[config.mk]
export PLATFORM = sky130hd
export DESIGN_NAME = fpa_pipe_add
export DESIGN_NICKNAME = d
export VERILOG_FILES = /design/src/rtl/fpa_pkg.sv /design/src/rtl/fpa_exp_cmp.sv /design/src/rtl/fpa_align.sv /design/src/rtl/fpa_mag_addsub.sv /design/src/rtl/fpa_normalize.sv /design/src/rtl/fpa_pipe_add.sv
export SDC_FILE = /design/constraint.sdc
export NUM_CORES = 1
export LEC_CHECK = 0
export ABC_AREA = 1
export CAP_MARGIN = 20
export CORE_ASPECT_RATIO = 1.4
export CORE_UTILIZATION = 61
export CTS_BUF_LIST = sky130_fd_sc_hd__clkbuf_2 sky130_fd_sc_hd__clkbuf_4 sky130_fd_sc_hd__clkbuf_8
export DETAILED_ROUTE_END_ITERATION = 16
export PLACE_DENSITY = 0.87
export SETUP_SLACK_MARGIN = 0.1
export SYNTH_ARGS = -nofsm -noshare
export SYNTH_HDL_FRONTEND = slang
export SYNTH_SLANG_ARGS = --single-unit
[constraint.sdc]
create_clock -name clk -period 3.7 [get_ports clk]
set_clock_uncertainty 0.2 [all_clocks]
set_input_delay 0.74 -clock clk [delete_from_list [all_inputs] [get_ports clk]]
set_output_delay 0.74 -clock clk [all_outputs]
set_load 0.03 [all_outputs]
[src/rtl/fpa_pkg.sv]
package fpa_pkg;
  typedef enum logic {
    SGN_POS = 1'b0,
    SGN_NEG = 1'b1
  } sgn_e;

  localparam int unsigned FPA_SEGMENTS = 4;
endpackage

[src/rtl/fpa_exp_cmp.sv]
module fpa_exp_cmp #(
  parameter int EXP_W = 8,
  parameter int MAG_W = 15,
  parameter int SH_W  = 4
) (
  input  logic [EXP_W-1:0] ea,
  input  logic [EXP_W-1:0] eb,
  output logic             a_big,
  output logic [EXP_W-1:0] max_exp,
  output logic [SH_W-1:0]  shamt
);
  localparam int DW = EXP_W + 1;

  logic signed [DW-1:0] diff;
  logic        [DW-1:0] absd;

  always_comb begin
    diff    = $signed({ea[EXP_W-1], ea}) - $signed({eb[EXP_W-1], eb});
    a_big   = !diff[DW-1];
    absd    = a_big ? diff : -diff;
    max_exp = a_big ? ea : eb;
    if (absd >= DW'(MAG_W)) shamt = SH_W'(MAG_W);
    else                    shamt = absd[SH_W-1:0];
  end
endmodule

[src/rtl/fpa_align.sv]
module fpa_align #(
  parameter int MAG_W = 15,
  parameter int SH_W  = 4
) (
  input  logic [MAG_W-1:0] mag_in,
  input  logic [SH_W-1:0]  shamt,
  output logic [MAG_W-1:0] mag_out
);
  always_comb begin
    if (shamt >= SH_W'(MAG_W)) mag_out = '0;
    else                       mag_out = mag_in >> shamt;
  end
endmodule

[src/rtl/fpa_mag_addsub.sv]
module fpa_mag_addsub #(
  parameter int MAG_W = 15
) (
  input  logic [MAG_W-1:0] big_mag,
  input  logic             big_sgn,
  input  logic [MAG_W-1:0] sml_mag,
  input  logic             sml_sgn,
  output logic [MAG_W:0]   sum,
  output logic             sum_sgn
);
  always_comb begin
    if (big_sgn == sml_sgn) begin
      sum     = {1'b0, big_mag} + {1'b0, sml_mag};
      sum_sgn = big_sgn;
    end else if (big_mag >= sml_mag) begin
      sum     = {1'b0, big_mag} - {1'b0, sml_mag};
      sum_sgn = big_sgn;
    end else begin
      sum     = {1'b0, sml_mag} - {1'b0, big_mag};
      sum_sgn = sml_sgn;
    end
  end
endmodule

[src/rtl/fpa_normalize.sv]
module fpa_normalize import fpa_pkg::*; #(
  parameter int MAG_W = 15,
  parameter int EXP_W = 8
) (
  input  logic [MAG_W:0]   sum,
  input  logic             sum_sgn,
  input  logic [EXP_W-1:0] exp_in,
  output logic [MAG_W:0]   man_out,
  output logic [EXP_W-1:0] exp_out,
  output logic             ovf,
  output logic             unf
);
  localparam int LZ_W = $clog2(MAG_W + 1);
  localparam int XW   = EXP_W + 2;
  localparam logic signed [XW-1:0] EMAX = XW'((2 ** (EXP_W - 1)) - 1);
  localparam logic signed [XW-1:0] EMIN = -XW'(2 ** (EXP_W - 1));

  logic [LZ_W-1:0]       lz;
  logic [MAG_W-1:0]      hit;
  logic signed [XW-1:0]  e_wide;
  logic [MAG_W-1:0]      mag_n;

  // one-hot marks of each set bit, leading-zero count from the highest
  for (genvar g = 0; g < MAG_W; g++) begin : g_hit
    assign hit[g] = sum[g];
  end

  always_comb begin
    lz = '0;
    for (int i = 0; i < MAG_W; i++) begin
      if (hit[i]) lz = LZ_W'(MAG_W - 1 - i);
    end
  end

  always_comb begin
    e_wide = $signed({{(XW-EXP_W){exp_in[EXP_W-1]}}, exp_in});
    mag_n  = '0;
    if (sum[MAG_W]) begin
      mag_n  = sum[MAG_W:1];
      e_wide = e_wide + XW'(1);
    end else if (sum != '0) begin
      mag_n  = sum[MAG_W-1:0] << lz;
      e_wide = e_wide - $signed({{(XW-LZ_W){1'b0}}, lz});
    end
    if (sum == '0) begin
      man_out = {SGN_POS, {MAG_W{1'b0}}};
      exp_out = EMIN[EXP_W-1:0];
      ovf     = 1'b0;
      unf     = 1'b0;
    end else begin
      man_out = {sum_sgn, mag_n};
      exp_out = e_wide[EXP_W-1:0];
      ovf     = e_wide > EMAX;
      unf     = e_wide < EMIN;
    end
  end
endmodule

[src/rtl/fpa_pipe_add.sv]
module fpa_pipe_add #(
  parameter int MAG_W = 15,
  parameter int EXP_W = 8
) (
  input  logic               clk,
  input  logic               rst_n,
  input  logic               in_valid,
  output logic               in_ready,
  input  logic               in_sub,
  input  logic [MAG_W:0]     in_a_man,
  input  logic [EXP_W-1:0]   in_a_exp,
  input  logic [MAG_W:0]     in_b_man,
  input  logic [EXP_W-1:0]   in_b_exp,
  output logic               out_valid,
  input  logic               out_ready,
  output logic [MAG_W:0]     out_man,
  output logic [EXP_W-1:0]   out_exp,
  output logic               out_ovf,
  output logic               out_unf
);
  localparam int SH_W = $clog2(MAG_W + 1);

  logic adv;
  assign adv      = !out_valid || out_ready;
  assign in_ready = adv;

  // segment 1: exponent compare and operand swap
  logic             c_a_big;
  logic [EXP_W-1:0] c_max;
  logic [SH_W-1:0]  c_sh;
  logic             b_sgn_eff;

  fpa_exp_cmp #(.EXP_W(EXP_W), .MAG_W(MAG_W), .SH_W(SH_W)) u_cmp (
    .ea(in_a_exp), .eb(in_b_exp), .a_big(c_a_big), .max_exp(c_max), .shamt(c_sh)
  );
  assign b_sgn_eff = in_b_man[MAG_W] ^ in_sub;

  logic             s1_v, s1_bs, s1_ss;
  logic [MAG_W-1:0] s1_bm, s1_sm;
  logic [EXP_W-1:0] s1_e;
  logic [SH_W-1:0]  s1_sh;

  always_ff @(posedge clk) begin
    if (!rst_n) begin
      s1_v <= 1'b0; s1_bs <= 1'b0; s1_ss <= 1'b0;
      s1_bm <= '0; s1_sm <= '0; s1_e <= '0; s1_sh <= '0;
    end else if (adv) begin
      s1_v  <= in_valid;
      s1_e  <= c_max;
      s1_sh <= c_sh;
      if (c_a_big) begin
        s1_bm <= in_a_man[MAG_W-1:0]; s1_bs <= in_a_man[MAG_W];
        s1_sm <= in_b_man[MAG_W-1:0]; s1_ss <= b_sgn_eff;
      end else begin
        s1_bm <= in_b_man[MAG_W-1:0]; s1_bs <= b_sgn_eff;
        s1_sm <= in_a_man[MAG_W-1:0]; s1_ss <= in_a_man[MAG_W];
      end
    end
  end

  // segment 2: alignment shift
  logic [MAG_W-1:0] al_mag;
  fpa_align #(.MAG_W(MAG_W), .SH_W(SH_W)) u_align (
    .mag_in(s1_sm), .shamt(s1_sh), .mag_out(al_mag)
  );

  logic             s2_v, s2_bs, s2_ss;
  logic [MAG_W-1:0] s2_bm, s2_sm;
  logic [EXP_W-1:0] s2_e;

  always_ff @(posedge clk) begin
    if (!rst_n) begin
      s2_v <= 1'b0; s2_bs <= 1'b0; s2_ss <= 1'b0;
      s2_bm <= '0; s2_sm <= '0; s2_e <= '0;
    end else if (adv) begin
      s2_v <= s1_v; s2_bs <= s1_bs; s2_ss <= s1_ss;
      s2_bm <= s1_bm; s2_sm <= al_mag; s2_e <= s1_e;
    end
  end

  // segment 3: magnitude add or subtract
  logic [MAG_W:0] as_sum;
  logic           as_sgn;
  fpa_mag_addsub #(.MAG_W(MAG_W)) u_addsub (
    .big_mag(s2_bm), .big_sgn(s2_bs), .sml_mag(s2_sm), .sml_sgn(s2_ss),
    .sum(as_sum), .sum_sgn(as_sgn)
  );

  logic             s3_v, s3_sg;
  logic [MAG_W:0]   s3_sum;
  logic [EXP_W-1:0] s3_e;

  always_ff @(posedge clk) begin
    if (!rst_n) begin
      s3_v <= 1'b0; s3_sg <= 1'b0; s3_sum <= '0; s3_e <= '0;
    end else if (adv) begin
      s3_v <= s2_v; s3_sg <= as_sgn; s3_sum <= as_sum; s3_e <= s2_e;
    end
  end

  // segment 4: normalize and adjust exponent
  logic [MAG_W:0]   n_man;
  logic [EXP_W-1:0] n_exp;
  logic             n_ovf, n_unf;
  fpa_normalize #(.MAG_W(MAG_W), .EXP_W(EXP_W)) u_norm (
    .sum(s3_sum), .sum_sgn(s3_sg), .exp_in(s3_e),
    .man_out(n_man), .exp_out(n_exp), .ovf(n_ovf), .unf(n_unf)
  );

  always_ff @(posedge clk) begin
    if (!rst_n) begin
      out_valid <= 1'b0; out_man <= '0; out_exp <= '0;
      out_ovf <= 1'b0; out_unf <= 1'b0;
    end else if (adv) begin
      out_valid <= s3_v; out_man <= n_man; out_exp <= n_exp;
      out_ovf <= n_ovf; out_unf <= n_unf;
    end
  end
endmodule

# --- After elaboration in Yosys (flattened, before gate mapping) ---
# Index checks and enable logic that the tools add are counted.
classes:
  addsub: 7
  magnitude_cmp: 5
  eq_ne: 1
  n_shift: 2
  muxes: 35
  n_bitwise: 1
  reduce_logical: 4
ops:
  columns: ["operator", "n"]
  rows:
  - ["2-to-1 mux 15 bit", 5]
  - ["2-to-1 mux 4 bit", 16]
  - ["2-to-1 mux 16 bit", 3]
  - ["subtractor 15 x 15 -> 16 bit", 2]
  - ["2-to-1 mux 10 bit", 2]
  - ["adder 15 x 15 -> 16 bit", 1]
  - ["logical NOT 16 bit", 1]
  - ["2-to-1 mux 8 bit", 2]
  - ["nonzero test 16 bit", 1]
  - ["greater-or-equal comparator 15 bit", 1]
  - ["<< shifter 15 x 4 -> 15 bit", 1]
  - [">> shifter 15 x 4 -> 15 bit", 1]
  - ["> comparator 10 x 8 -> 1 bit, second input constant", 1]
  - ["< comparator 10 x 8 -> 1 bit, second input constant", 1]
  - ["adder 8 x 2 -> 9 bit, second input constant", 1]
  - ["greater-or-equal comparator 9 x 4 -> 1 bit, second input constant", 1]
  - ["2-to-1 mux 9 bit", 1]
  - ["negation 9 bit", 1]
  - ["subtractor 8 x 5 -> 9 bit", 1]
  - ["subtractor 8 x 8 -> 9 bit", 1]
  - ["2-to-1 mux 1 bit", 6]
  - ["greater-or-equal comparator 4 bit, second input constant", 1]
  - ["== test 1 bit", 1]
  - ["logical NOT 1 bit", 1]
  - ["other kinds (2)", 2]
word_totals:
  reg_bits: 139
  in_bits: 53
  out_inout_bits: 28
  wordCells: 77

# --- Depth between registers and ports, before layout ---
logic_depth:
  ltp_word: 20
  ltp_mapped: 27
  mapped_depth_nobuf: 26

# --- Hierarchy ---
# From an unflattened synthesis, not the netlist that was laid out.
unflattened:
  hier_cells: 1849
  hier_area_um2: 11138.2
by_module_without_submodules:
  columns: ["mod", "n_inst", "cells_per_inst", "area_each_um2", "seq_area_each_um2"]
  rows:
  - ["fpa_pipe_add", 1, 697, 5230.0, 2782.7]
  - ["fpa_mag_addsub", 1, 591, 3066.7, 0.0]
  - ["fpa_normalize", 1, 266, 1427.6, 0.0]
  - ["fpa_exp_cmp", 1, 158, 809.5, 0.0]
  - ["fpa_align", 1, 137, 604.3, 0.0]

# --- Worst setup path after synthesis ---
# OpenSTA, ideal clock, no wires.
synth_timing:
  path_kind: "input to register"
  startpoint: "input in_a_exp[0]"
  endpoint: "register s1_e[4]"
  setup_ns: 0.117
  arrival_ns: 2.677
  required_time_ns: 3.383
  slack_ns: 0.706
  stages: 16
  n_path_buf: 2
  path_cell_list: "inv_1 ha_1 inv_1 fa_1 a21oi_1 o21bai_1 nand2_1 o311ai_0 inv_1 nand2_1 nand2_2 buf_2 buf_2 nor2_1 o221ai_1 inv_1"
synth_via:
  elab_chain_len: 2
synth_rtl:
  columns: ["item", "line", "text"]
  rows:
  - ["start: declaration", "fpa_pipe_add.sv:11", "input logic [EXP_W-1:0] in_a_exp,"]
  - ["subtractor 8 x 8 -> 9 bit", "fpa_exp_cmp.sv:18", "diff = $signed({ea[EXP_W-1], ea}) - $signed({eb[EXP_W-1], eb});"]
  - ["2-to-1 mux 8 bit", "fpa_exp_cmp.sv:21", "max_exp = a_big ? ea : eb;"]
  - ["end signal: assignment", "fpa_pipe_add.sv:49", "s1_e <= c_max;"]
  - ["end: declaration", "fpa_pipe_add.sv:40", "logic [EXP_W-1:0] s1_e;"]
# No other way between the ends.
# A chain may end at the register's enable or synchronous reset.

# --- Worst setup path after layout ---
layout_timing:
  startpoint: "register s3_sum[3]"
  endpoint: "register out_unf"
layout_via:
  elab_chain_len: 17
  word_cells_on_any_way: 19
  classes_between: "add/sub: 1; order compare: 1; mux: 15; reduce/logical: 2"
layout_rtl:
  columns: ["item", "line", "text"]
  rows:
  - ["start: declaration", "fpa_pipe_add.sv:90", "logic [MAG_W:0] s3_sum;"]
  - ["start signal: assignment", "fpa_pipe_add.sv:95", "s3_v <= 1'b0; s3_sg <= 1'b0; s3_sum <= '0; s3_e <= '0;"]
  - ["start signal: assignment", "fpa_pipe_add.sv:97", "s3_v <= s2_v; s3_sg <= as_sgn; s3_sum <= as_sum; s3_e <= s2_e;"]
  - ["2-to-1 mux 4 bit (12 in series)", "fpa_normalize.sv:31", "if (hit[i]) lz = LZ_W'(MAG_W - 1 - i);"]
  - ["subtractor 8 x 5 -> 9 bit", "fpa_normalize.sv:43", "e_wide = e_wide - $signed({{(XW-LZ_W){1'b0}}, lz});"]
  - ["2-to-1 mux 10 bit", "fpa_normalize.sv:41", "end else if (sum != '0) begin"]
  - ["2-to-1 mux 10 bit", "fpa_normalize.sv:38", "if (sum[MAG_W]) begin"]
  - ["< comparator 10 x 8 -> 1 bit", "fpa_normalize.sv:54", "unf = e_wide < EMIN;"]
  - ["2-to-1 mux 1 bit (*)", "fpa_normalize.sv:45", "if (sum == '0) begin"]
  - ["end signal: assignment", "fpa_pipe_add.sv:116", "out_ovf <= n_ovf; out_unf <= n_unf;"]
  - ["end: declaration", "fpa_pipe_add.sv:19", "output logic out_unf"]
# Mark *: on every way between the ends. The rest lies on a longest branch, timed or not.

==> metrics.txt <==
first-pass GRT wire length=between 40 and 50 mm; most common cell after layout, fill and taps aside=nand2_1; Fmax achieved=between 0.3 and 0.4 GHz; HP Start=s3_v; fraction of registers with async set/reset=0%; total gr overflow=0; CP Launch Type=flop; number of flops mapped to enable cells by yosys=0; Worst path depth=22; vias after detailed routing=approximately 10000; XOR/XNOR Fraction of Synth Area=1.88%; sequential element share of the synthesized area=about 28%; cell with the most instances on the worst path=nand2_1; IO Count=about 80; final hold vios=0; largest family of logic cells by synthesized area=compound AO/OA/AOI/OAI gates; setup bufs post-CTS=0; pwr/cell area=591 mW/mm²; Cell Area, Synth=0.00979 mm²; post-synthesis adder-cell area fraction=8.56%; post-DR wirelength/cell=14.6 µm; WS Path Type=reg -> reg; DRC=0; Worst path max stage delay=390 ps; antenna cell count=0; dpl hpwl=~19 mm; Hold WC Path Type=reg -> reg; CTS H-tree lvls=4; dominant synthesized flop cell=dfxtp_1; clock transition at the registers of the reported paths=80 ps; cts bufs inserted=17; # rows=between 50 and 60; placed cell area=0.0107 mm²; Net Count, Synth=between 1500 and 2000; # fillers=between 1000 and 1500; Initial Util=between 60% and 70%; crit path from=s3_sum[3]; reg2reg setup slack=440 ps; TritonCTS clock tree=done; Initial DRC Count=550; mux cell area share after synthesis=less than 1%; Post-Synth Simple-Gate Area=23.7%; initial antenna violation count=0; Vias/cell=approximately 5.7; Top delay family on crit path=simple AND/OR/NAND/NOR gates; #FFs+latches synth=approximately 140; status=completed; Worst Max-Slew Pin Slew=1010 ps; RSZ-0062 raised after global routing=false; Worst Path Required=~3900 ps; critical path cell sequence=inv_1 > nand2_1 > nand2_1 > nand2_1 > nand2_1 > nand2_1 > nand2_1 > nand2_1 > nand2_1 > nand2_2 > nand2_4 > nand2_4 > ha_1 > fa_1 > nor2_1 > o21ai_0 > inv_1 > nor3_1 > o22ai_1 > nor3_1 > a21oi_1 > nor2_1; worst r2r src=s3_sum[3]; FF+latch area=0.00278 mm²; commonest non-fill, non-tap cells in the layout=nand2_1, inv_1, a21oi_1; CP max FO=19; Buffers on Ports=80; Synth Area in Compound Gates=between 20 and 25%; total power=0.00658 W; Tcrit/Tclk final=between 80 and 90%; design area=between 0.01 and 0.015 mm²; count of different cell masters after synthesis=between 40 and 50; die width=roughly 110 µm; TritonRoute pass-1 iters=6; Final setup viols=0; max-slew violations=0; R2R depth=22; Worst path slowest cell=dfxtp_1; PostCTS Resize Cnt=0; vias in the first global route=about 9500; Tmin final=between 3000 and 4000 ps; final RePlAce weighted congestion=around 0.94; largest net degree at the start of global routing=approximately 140; Final nets=1662; Root Buffer=clkbuf_8; Area Growth Syn to Fin=13.6%; CP endpoint kind=flop; CP Data Arrival Time=3450 ps; Mean Syn Cell Area=roughly 6.5 µm²; clock latency on the worst-skew pair=~460 ps; Ys Warns=0; worst rel slew slack=between 30% and 40%; total track usage=a little under a third; Worst VDD drop=a little under 0.5 mV; capturing point of the worst reg2reg path=out_unf; Detail Route Antenna Nets=0; Routed WL=about 26 mm; max-cap violation count=0; Max clock buf depth=2; height of the chip=152 µm; area of the multi-input gates=~0.0058 mm²; Die ar.=0.0166 mm²; Post-Synthesis Cells=1504; critical path endpoint=out_unf; share of cells above drive strength 1=under 10%; WP buf/inv=2; clock sink count=approximately 140; Leak=between 5 and 6 nW; cts hold-fix bufs=0; Core Area=approximately 0.016 mm²
cell type report:
type                       count  area share, %
multi-input combinational   1057           52.2
clock buffer                  19           2.24
timing repair buffer         101           8.90
tap                          196           2.20
sequential                   139           25.0
clock inverter                12           1.69
inverter                     229           7.72
cells by family after synthesis:
group / Yosys count
AO/OA/AOI/OAI: 410
XOR/XNOR: 21
adder cells (fa/ha/maj): 64
buffers and inverters: 308
flip-flops: 139
multiplexers: 5
AND/OR/NAND/NOR: 557
state kept, by name, indices dropped and copies added, names as in the netlist:
signal and cells:
s2_bs 1, s3_e 8, out_unf 1, out_valid 1, s1_bm 15, s2_ss 1, out_exp 8, s1_v 1
out_ovf 1, s2_v 1, s3_v 1, s3_sg 1, out_man 16, s1_sm 15, s1_e 8, s3_sum 16
s2_bm 15, s1_ss 1, s2_e 8, s1_bs 1, s1_sh 4, s2_sm 15
tightest hold or removal path, delay by kind of cell (launching register included):
| family | cells | cell delay [ps] |
|---|---|---|
| AOI/OAI and AO/OA | 1 | 50 |
| buffers and inverters | 1 | 60 |
| DFF | 1 | 300 |
per-stage QoR:
step	hold WS, ps	util (%)	cells	setup slack, ps	TNS [ps]
global route	290	71.3	1753	131	0
global placement	239	68.5	1722	92.7	0
detailed placement	244	68.5	1722	-43.0	-184
CTS	256	71.3	1753	458	0
finish	253	71.3	1753	436	0
floorplan	230	-	1504	706	0
how the worst min path moves through the flow:
stage                  endpoint  slack (ps)  cells after the start
floorplan                  s3_v         230                      2
global placement           s3_v         240                      2
detailed placement         s3_v         240                      2
CTS                        s3_v         260                      2
global route        out_man[14]         290                      2
finish                     s3_v         250                      2
per-layer routing:
metal	wire length, µm	track usage (%)	vias up
li1	-	-	5029
met1	10800	38.1	4579
met2	12800	54.7	325
met3	1070	5.19	79
met4	879	15.4	0
met5	0	0	-
synth_stat cells (9+ instances only):
| library cell | instances | share of area, % |
|---|---|---|
| nor2_1 | 118 | 4.5 |
| a21oi_1 | 146 | 7.5 |
| ha_1 | 59 | 7.5 |
| nor3_1 | 13 | 0.66 |
| clkbuf_1 | 51 | 2.0 |
| o21ai_1 | 9 | 0.46 |
| nand2_1 | 319 | 12 |
| buf_2 | 18 | 0.92 |
| o211ai_1 | 25 | 1.9 |
| nand4_1 | 11 | 0.70 |
| nand3_1 | 75 | 3.8 |
| o221ai_1 | 30 | 2.7 |
| dfxtp_1 | 139 | 28 |
| xor2_1 | 18 | 1.6 |
| inv_1 | 219 | 8.4 |
| o21bai_1 | 25 | 1.9 |
| o21ai_0 | 140 | 7.2 |
report_power, final:
| part | leakage (nW) | internal [W] | switching (W) |
|---|---|---|---|
| clock | 0.220 | 0.000757 | 0.000644 |
| combinational | 4.19 | 0.00118 | 0.00207 |
| sequential | 1.15 | 0.00174 | 0.000185 |
No activity file was read; power rests on OpenSTA's default activity.
